--- config.mk ---
export PLATFORM = sky130hd
export DESIGN_NAME = irq_collector
export DESIGN_NICKNAME = d
export VERILOG_FILES = /design/src/rtl/irq_agg_pkg.sv /design/src/rtl/irq_reg_decode.sv /design/src/rtl/msi_group_cell.sv /design/src/rtl/intx_line_cell.sv /design/src/rtl/irq_collector.sv
export SDC_FILE = /design/constraint.sdc
export NUM_CORES = 1
export LEC_CHECK = 0
export BUFFER_PORTS_ARGS = -buffer_cell sky130_fd_sc_hd__buf_2
export CORE_ASPECT_RATIO = 1.5
export CORE_UTILIZATION = 40
export CTS_BUF_LIST = sky130_fd_sc_hd__clkbuf_2 sky130_fd_sc_hd__clkbuf_4 sky130_fd_sc_hd__clkbuf_8
export CTS_CLUSTER_SIZE = 16
export DETAILED_ROUTE_END_ITERATION = 10
export PLACE_DENSITY = 0.69
export SLEW_MARGIN = 10
export SYNTH_ARGS = -nofsm -noshare
export SYNTH_HDL_FRONTEND = slang
export SYNTH_SLANG_ARGS = --single-unit
--- constraint.sdc ---
create_clock -name clk -period 4.5 [get_ports clk]
set_clock_uncertainty 0.05 [all_clocks]
set_input_delay 0.675 -clock clk [delete_from_list [all_inputs] [get_ports clk]]
set_output_delay 0.675 -clock clk [all_outputs]
set_load 0.1 [all_outputs]
--- src/rtl/irq_agg_pkg.sv ---
`timescale 1ns/1ps
package irq_agg_pkg;

  // Register classes recognised by the address decoder
  typedef enum logic [2:0] {
    RK_NONE,
    RK_MSI_STAT,
    RK_MSI_ESET,
    RK_MSI_ECLR,
    RK_LINE_STAT,
    RK_LINE_ESET,
    RK_LINE_ECLR,
    RK_EOI
  } reg_kind_e;

  // Byte offsets of the three registers inside one 16-byte source slot
  localparam int SLOT_STATUS = 0;
  localparam int SLOT_ESET   = 4;
  localparam int SLOT_ECLR   = 8;

endpackage

--- src/rtl/irq_reg_decode.sv ---
`timescale 1ns/1ps
module irq_reg_decode
  import irq_agg_pkg::*;
#(
  parameter int ADDR_W    = 12,
  parameter int GROUPS    = 8,
  parameter int LINES     = 4,
  parameter int MSI_BASE  = 'h104,
  parameter int LINE_BASE = 'h184,
  parameter int STRIDE    = 16,
  parameter int EOI_ADDR  = 'h050,
  parameter int IDX_W     = 3
) (
  input  logic [ADDR_W-1:0] addr_i,
  output reg_kind_e         kind_o,
  output logic [IDX_W-1:0]  idx_o
);

  always_comb begin
    kind_o = RK_NONE;
    idx_o  = '0;
    if (addr_i == ADDR_W'(EOI_ADDR)) kind_o = RK_EOI;
    for (int g = 0; g < GROUPS; g++) begin
      if (addr_i == ADDR_W'(MSI_BASE + STRIDE * g + SLOT_STATUS)) begin
        kind_o = RK_MSI_STAT;
        idx_o  = IDX_W'(g);
      end
      if (addr_i == ADDR_W'(MSI_BASE + STRIDE * g + SLOT_ESET)) begin
        kind_o = RK_MSI_ESET;
        idx_o  = IDX_W'(g);
      end
      if (addr_i == ADDR_W'(MSI_BASE + STRIDE * g + SLOT_ECLR)) begin
        kind_o = RK_MSI_ECLR;
        idx_o  = IDX_W'(g);
      end
    end
    for (int n = 0; n < LINES; n++) begin
      if (addr_i == ADDR_W'(LINE_BASE + STRIDE * n + SLOT_STATUS)) begin
        kind_o = RK_LINE_STAT;
        idx_o  = IDX_W'(n);
      end
      if (addr_i == ADDR_W'(LINE_BASE + STRIDE * n + SLOT_ESET)) begin
        kind_o = RK_LINE_ESET;
        idx_o  = IDX_W'(n);
      end
      if (addr_i == ADDR_W'(LINE_BASE + STRIDE * n + SLOT_ECLR)) begin
        kind_o = RK_LINE_ECLR;
        idx_o  = IDX_W'(n);
      end
    end
  end

endmodule

--- src/rtl/msi_group_cell.sv ---
`timescale 1ns/1ps
module msi_group_cell #(
  parameter int GROUPS = 8,
  parameter int BITS   = 4,
  parameter int GROUP  = 0,
  parameter int VEC_W  = 8
) (
  input  logic             clk,
  input  logic             rst_n,
  input  logic             msi_valid_i,
  input  logic [VEC_W-1:0] msi_vector_i,
  input  logic             stat_clr_i,
  input  logic             en_set_i,
  input  logic             en_clr_i,
  input  logic             eoi_i,
  input  logic [BITS-1:0]  mask_i,
  output logic [BITS-1:0]  status_o,
  output logic [BITS-1:0]  enable_o,
  output logic             irq_o
);

  localparam int TOTAL = GROUPS * BITS;
  localparam int GSH   = $clog2(GROUPS);
  localparam int BSH   = $clog2(BITS);

  logic            in_range, hit;
  logic [BSH-1:0]  bit_of;
  logic [BITS-1:0] set_mask, clr_mask;
  logic [BITS-1:0] st_d, st_q, en_d, en_q;
  logic            st_ce, en_ce, mute_q;

  // Interleaved mapping: low bits pick the group, next bits pick the position
  assign in_range = {1'b0, msi_vector_i} < (VEC_W+1)'(TOTAL);
  assign bit_of   = msi_vector_i[GSH +: BSH];
  assign hit      = msi_valid_i && in_range && (msi_vector_i[GSH-1:0] == GSH'(GROUP));

  always_comb begin
    set_mask = '0;
    if (hit) set_mask[bit_of] = 1'b1;
    clr_mask = stat_clr_i ? mask_i : '0;
    // arrival is applied after the clear so a same-cycle event survives
    st_d  = (st_q & ~clr_mask) | set_mask;
    st_ce = hit | stat_clr_i;
    en_d  = (en_q | (en_set_i ? mask_i : '0)) & ~(en_clr_i ? mask_i : '0);
    en_ce = en_set_i | en_clr_i;
  end

  always_ff @(posedge clk or negedge rst_n) begin
    if (!rst_n) begin
      st_q   <= '0;
      en_q   <= '0;
      mute_q <= 1'b0;
    end else begin
      if (st_ce) st_q <= st_d;
      if (en_ce) en_q <= en_d;
      mute_q <= eoi_i;
    end
  end

  assign status_o = st_q;
  assign enable_o = en_q;
  assign irq_o    = (|(st_q & en_q)) & ~mute_q;

  p_arrival_sets_r1: assert property (@(posedge clk) disable iff (!rst_n)
    hit |=> st_q[$past(bit_of)]);

  p_clear_takes_effect_r3: assert property (@(posedge clk) disable iff (!rst_n)
    (stat_clr_i && !hit) |=> ((st_q & $past(mask_i)) == '0));

  p_arrival_beats_clear_r4: assert property (@(posedge clk) disable iff (!rst_n)
    (hit && stat_clr_i && mask_i[bit_of]) |=> st_q[$past(bit_of)]);

  p_eoi_quiet_cycle_r7: assert property (@(posedge clk) disable iff (!rst_n)
    eoi_i |=> !irq_o);

endmodule

--- src/rtl/intx_line_cell.sv ---
`timescale 1ns/1ps
module intx_line_cell (
  input  logic clk,
  input  logic rst_n,
  input  logic line_i,
  input  logic en_set_i,
  input  logic en_clr_i,
  input  logic eoi_i,
  output logic status_o,
  output logic enable_o,
  output logic irq_o
);

  logic st_q, en_q, en_d, en_ce, mute_q;

  always_comb begin
    en_ce = en_set_i | en_clr_i;
    en_d  = en_set_i & ~en_clr_i;
  end

  always_ff @(posedge clk or negedge rst_n) begin
    if (!rst_n) begin
      st_q   <= 1'b0;
      en_q   <= 1'b0;
      mute_q <= 1'b0;
    end else begin
      st_q <= line_i;
      if (en_ce) en_q <= en_d;
      mute_q <= eoi_i;
    end
  end

  assign status_o = st_q;
  assign enable_o = en_q;
  assign irq_o    = st_q & en_q & ~mute_q;

  p_line_eoi_quiet_r9: assert property (@(posedge clk) disable iff (!rst_n)
    eoi_i |=> !irq_o);

  p_line_masked_r8: assert property (@(posedge clk) disable iff (!rst_n)
    (en_clr_i && !en_set_i) |=> !irq_o);

endmodule

--- src/rtl/irq_collector.sv ---
`timescale 1ns/1ps
module irq_collector
  import irq_agg_pkg::*;
#(
  parameter int GROUPS    = 8,
  parameter int BITS      = 4,
  parameter int LINES     = 4,
  parameter int VEC_W     = 8,
  parameter int ADDR_W    = 12,
  parameter int DATA_W    = 32,
  parameter int MSI_BASE  = 'h104,
  parameter int LINE_BASE = 'h184,
  parameter int STRIDE    = 16,
  parameter int EOI_ADDR  = 'h050
) (
  input  logic              clk,
  input  logic              rst_n,
  input  logic              msi_valid,
  input  logic [VEC_W-1:0]  msi_vector,
  input  logic [LINES-1:0]  intx_in,
  input  logic              reg_we,
  input  logic [ADDR_W-1:0] reg_addr,
  input  logic [DATA_W-1:0] reg_wdata,
  output logic [DATA_W-1:0] reg_rdata,
  output logic [GROUPS-1:0] msi_irq,
  output logic [LINES-1:0]  intx_irq
);

  localparam int IDX_W = $clog2(GROUPS > LINES ? GROUPS : LINES);
  localparam int TOTAL = GROUPS * BITS;

  // Reset: asserted asynchronously, released on the clock
  logic [1:0] rst_pipe_q;
  logic       rst_core_n;

  always_ff @(posedge clk or negedge rst_n) begin
    if (!rst_n) rst_pipe_q <= '0;
    else        rst_pipe_q <= {rst_pipe_q[0], 1'b1};
  end
  assign rst_core_n = rst_pipe_q[1];

  reg_kind_e         kind;
  logic [IDX_W-1:0]  idx;
  logic              eoi_wr;
  logic [GROUPS*BITS-1:0] msi_st_flat, msi_en_flat;
  logic [LINES-1:0]  line_st, line_en;

  irq_reg_decode #(
    .ADDR_W(ADDR_W), .GROUPS(GROUPS), .LINES(LINES), .MSI_BASE(MSI_BASE),
    .LINE_BASE(LINE_BASE), .STRIDE(STRIDE), .EOI_ADDR(EOI_ADDR), .IDX_W(IDX_W)
  ) u_decode (
    .addr_i(reg_addr),
    .kind_o(kind),
    .idx_o (idx)
  );

  assign eoi_wr = reg_we && (kind == RK_EOI);

  for (genvar gi = 0; gi < GROUPS; gi++) begin : g_group
    logic sel;
    assign sel = reg_we && (idx == IDX_W'(gi));
    msi_group_cell #(
      .GROUPS(GROUPS), .BITS(BITS), .GROUP(gi), .VEC_W(VEC_W)
    ) u_cell (
      .clk         (clk),
      .rst_n       (rst_core_n),
      .msi_valid_i (msi_valid),
      .msi_vector_i(msi_vector),
      .stat_clr_i  (sel && (kind == RK_MSI_STAT)),
      .en_set_i    (sel && (kind == RK_MSI_ESET)),
      .en_clr_i    (sel && (kind == RK_MSI_ECLR)),
      .eoi_i       (eoi_wr && (reg_wdata == DATA_W'(LINES + gi))),
      .mask_i      (reg_wdata[BITS-1:0]),
      .status_o    (msi_st_flat[gi*BITS +: BITS]),
      .enable_o    (msi_en_flat[gi*BITS +: BITS]),
      .irq_o       (msi_irq[gi])
    );
  end

  for (genvar ni = 0; ni < LINES; ni++) begin : g_line
    logic sel;
    assign sel = reg_we && (idx == IDX_W'(ni)) && reg_wdata[0];
    intx_line_cell u_line (
      .clk     (clk),
      .rst_n   (rst_core_n),
      .line_i  (intx_in[ni]),
      .en_set_i(sel && (kind == RK_LINE_ESET)),
      .en_clr_i(sel && (kind == RK_LINE_ECLR)),
      .eoi_i   (eoi_wr && (reg_wdata == DATA_W'(ni))),
      .status_o(line_st[ni]),
      .enable_o(line_en[ni]),
      .irq_o   (intx_irq[ni])
    );
  end

  // Read path
  always_comb begin
    reg_rdata = '0;
    for (int g = 0; g < GROUPS; g++) begin
      if (idx == IDX_W'(g)) begin
        if (kind == RK_MSI_STAT)
          reg_rdata[BITS-1:0] = msi_st_flat[g*BITS +: BITS];
        if (kind == RK_MSI_ESET || kind == RK_MSI_ECLR)
          reg_rdata[BITS-1:0] = msi_en_flat[g*BITS +: BITS];
      end
    end
    for (int n = 0; n < LINES; n++) begin
      if (idx == IDX_W'(n)) begin
        if (kind == RK_LINE_STAT) reg_rdata[0] = line_st[n];
        if (kind == RK_LINE_ESET || kind == RK_LINE_ECLR) reg_rdata[0] = line_en[n];
      end
    end
  end

  logic vec_ok;
  assign vec_ok = {1'b0, msi_vector} < (VEC_W+1)'(TOTAL);

  p_far_vector_ignored_r2: assert property (@(posedge clk) disable iff (!rst_core_n)
    (msi_valid && !vec_ok && !(reg_we && kind == RK_MSI_STAT)) |=> $stable(msi_st_flat));

  p_stray_write_ignored_r10: assert property (@(posedge clk) disable iff (!rst_core_n)
    (reg_we && kind == RK_NONE && !msi_valid) |=> ($stable(msi_st_flat) && $stable(msi_en_flat) && $stable(line_en)));

endmodule

==> results by group <==
Status
  – Status: finished, final reports clean

Floorplan
  – Core Area: roughly 0.013 mm^2
  – Die H: about 140 um
  – Die area: approximately 0.014 mm^2
  – # IOs: around 100
  – Die Wd: ~96 um
  – Rows: a little over 50
  – Starting Density: about two fifths

Logic synthesis
  – Yosys top cell area share: about 40%
  – Yosys reg bits: 86
  – Post-synthesis instance total: a little over 600
  – Largest area contributor in the netlist: dfrtp_1
  – Synth unique cells: 66
  – Syn Area/Cell: 8.71 um^2
  – Sequential area share after synthesis: 40.4%
  – Number of synthesis warnings: 0
  – Number of synthesized flops with an enable pin: 0
  – Asr flop ratio synth: 100%
  – Synth Cell Area: 0.00533 mm^2
  – Top_reg_cell synth: dfrtp_1
  – Synth area leaders: dfrtp_1 40%, a21oi_1 7.9%, buf_4 6.2%, nand2_1 3.8%, nand3_1 3.6%

Layout
  – Register area: 0.00216 mm^2
  – NumNets Final: between 700 and 800
  – Multi-input gate area: 0.00278 mm^2
  – Layout cells sized above 1: a little under a fifth
  – Finished Core Util: 45.0%
  – # diodes: 0
  – Area grow syn2layout: 9.95%
  – Fill count: between 1000 and 1500

Place
  – Final HPWL DP: 13000 um
  – IO Port Bufs: 75
  – GPL Wtd Cong: ~1.0

STA
  – Max-slew violations: 0
  – Max-slew headroom: approximately 28%
  – Final setup violation count: 0
  – Slew @ Worst Pin: 1.07 ns
  – Final Hold Viols: 0
  – Worst hold slack: just over 0.02 ns
  – RSZ-0062 raised after global routing: no
  – Max Freq: roughly 230 MHz
  – Min Tclk post-route: approximately 4.3 ns
  – Period utilization: about 96%

Global routing
  – Met3 Track Usage GR: between 4 and 5%
  – Met2 Use GR: approximately 45%
  – GRT Overall Usage: about a quarter
  – Initial antenna violation count: 0
  – First-pass GRT wire length: roughly 26000 um
  – GRT busiest layer: met2
  – M1 GR Usage: between 30% and 40%
  – Vias in the first global route: ~4800
  – Global route overflow: 0
  – Largest net degree at the start of global routing: 85

Pwr
  – Static leakage: 0.00255 uW
  – Peak VDD IR: between 0.1 and 0.15 mV
  – Switching Fraction: roughly 33%
  – Logic pwr share: 14.8%
  – Net Switching: 543 uW
  – Share of total power in the clock network: approximately a third
  – Int Pwr: 1120 uW
  – Sequential power share: 51.0%
  – PwrDens: approximately 280 mW/mm^2

Drt
  – Routed Antenna Nets: 0
  – Final wirelength: approximately 18000 um
  – DRC: 0
  – Routed via count: ~5100
  – Drt wl/cell: around 21 um
  – First DRT Iteration DRCs: ~460
  – DR pass1 iterations: 5
  – Via/cell ratio: roughly 6.2

Critical path
  – Worst Setup Path Type: in -> out
  – Crit path DAT: between 3 and 4 ns
  – Critical path startpoint category: input pin
  – Critical Path Sink Type: primary output
  – Crit-path max FO: 7
  – Worst Path Required: ~3.8 ns

Run
  – Maxcap violations: 0

CTS
  – Root buf cell: clkbuf_8
  – H-tree Lvls: 3
  – Number of hold buffers added after cts: 0
  – Number of gates resized after CTS: 0
  – Clock Latency Late Sink: 0.37 ns
  – Clk buf depth: 2
  – TritonCTS clock tree: done
  – Reg clk slew, reported paths: approximately 0.08 ns
  – Postcts setup bufs: 0
  – Num CTS Buffers: 9
  – Clock sinks: 86

Min path
  – Hold Crit Class: in -> async
## flip-flops by register name, summed over array words and instances (netlist names)
register                 cells
g_line.u_line.enable_o       4
g_group.u_cell.mute_q        8
g_group.u_cell.enable_o     32
rst_pipe_q                   2
g_line.u_line.status_o       4
g_line.u_line.mute_q         4
g_group.u_cell.status_o     32
## synth_stat cells (2+ instances only)
master	instances
buf_4	44
nor4_1	7
nor3_1	8
or2_2	4
o22ai_1	4
nand2b_1	9
a32o_1	6
a221oi_1	4
o211ai_1	8
and3_1	14
nor3b_1	4
mux4_2	3
o2111ai_1	3
conb_1	2
nor4b_1	2
nand4b_1	2
nor2b_1	4
buf_2	7
mux2i_1	10
a22oi_1	18
o21a_1	5
a211oi_1	5
nand4_1	2
clkbuf_1	21
a31oi_1	4
and2_1	13
nand2_1	54
inv_1	10
or3_1	3
buf_1	2
a32oi_1	3
nand3b_1	3
dfrtp_1	86
o21ai_0	30
a22o_1	12
nand3_1	38
or4_4	2
nor2_1	42
mux2_2	4
a21oi_1	84
## cell usage in the layout (no fill, tap or decap), types with 13 or more instances in the layout
| cell | netlist | final |
|---|---|---|
| conb_1 | 2 | 29 |
| nand2_1 | 54 | 54 |
| nor2_1 | 42 | 42 |
| a21oi_1 | 84 | 84 |
| nand3_1 | 38 | 38 |
| and2_1 | 13 | 13 |
| o21ai_0 | 30 | 30 |
| a22oi_1 | 18 | 17 |
| buf_2 | 7 | 72 |
| dfrtp_1 | 86 | 85 |
| and3_1 | 14 | 14 |
## critical path, stage by stage
cell,delay (ns)
buf_2,0.12
or4b_1,0.70
nor3_1,0.35
a32oi_1,0.17
o211ai_1,0.48
o211ai_1,0.17
a221oi_1,0.34
a41oi_1,0.08
nand2_1,0.08
buf_2,0.42
## metal layers
| layer | vias to the layer above | wire length [um] |
|---|---|---|
| met3 | 73 | 1140 |
| li1 | 2273 | - |
| met4 | 0 | 1040 |
| met1 | 2491 | 6420 |
| met5 | - | 0 |
| met2 | 268 | 8930 |
## worst paths after layout
kind	start	end	slack [ns]	cells past startpoint
worst max register to register	rst_pipe_q[1]	g_group[6].u_cell.status_o[3]	3.23	0
worst min-delay path	rst_n	rst_pipe_q[1]	0.02	1
min in group clk	rst_pipe_q[0]	rst_pipe_q[1]	0.31	0
worst min register to register	rst_pipe_q[0]	rst_pipe_q[1]	0.31	0
max in group asynchronous	rst_pipe_q[1]	g_group[6].u_cell.status_o[3]	3.23	0
worst max-delay path	reg_addr[9]	reg_rdata[0]	0.18	10
## cell families after synthesis
logic type | count (synthesis) | share of synthesized area (%)
flip-flops | 86 | 40.4
AO/OA/AOI/OAI | 201 | 24.5
buffers and inverters | 87 | 9.62
multiplexers | 17 | 3.99
AND/OR/NAND/NOR | 219 | 21.4
other | 2 | 0.141
## cell type report
| class | instances | area share (%) |
|---|---|---|
| clock buffers | 9 | 2.11 |
| clock inverters | 7 | 1.37 |
| inverters | 10 | 0.640 |
| multi-input cells | 466 | 47.4 |
| flip-flops and latches | 86 | 36.8 |
| well taps | 159 | 3.39 |
| repair buffers | 84 | 8.32 |
## per-stage QoR
stage	area (um^2)	power, uW	TNS (ns)	instances	setup WS [ns]
floorplan	5440	1050	-0.0446	639	-0.0446
global placement	5660	1100	0	805	0.259
detailed placement	5660	1110	0	805	0.222
CTS	5860	1670	0	821	0.214
global route	5860	1720	0	821	0.00951
finish	5860	1670	0	821	0.183
## power groups by stage
stage	sequential [uW]	combinational, uW	clock, uW
global placement	864	238	0
global route	855	260	606
finish	850	247	571
detailed placement	865	243	0
floorplan	841	206	0
CTS	849	243	579
(Power assumes the default switching activity.)
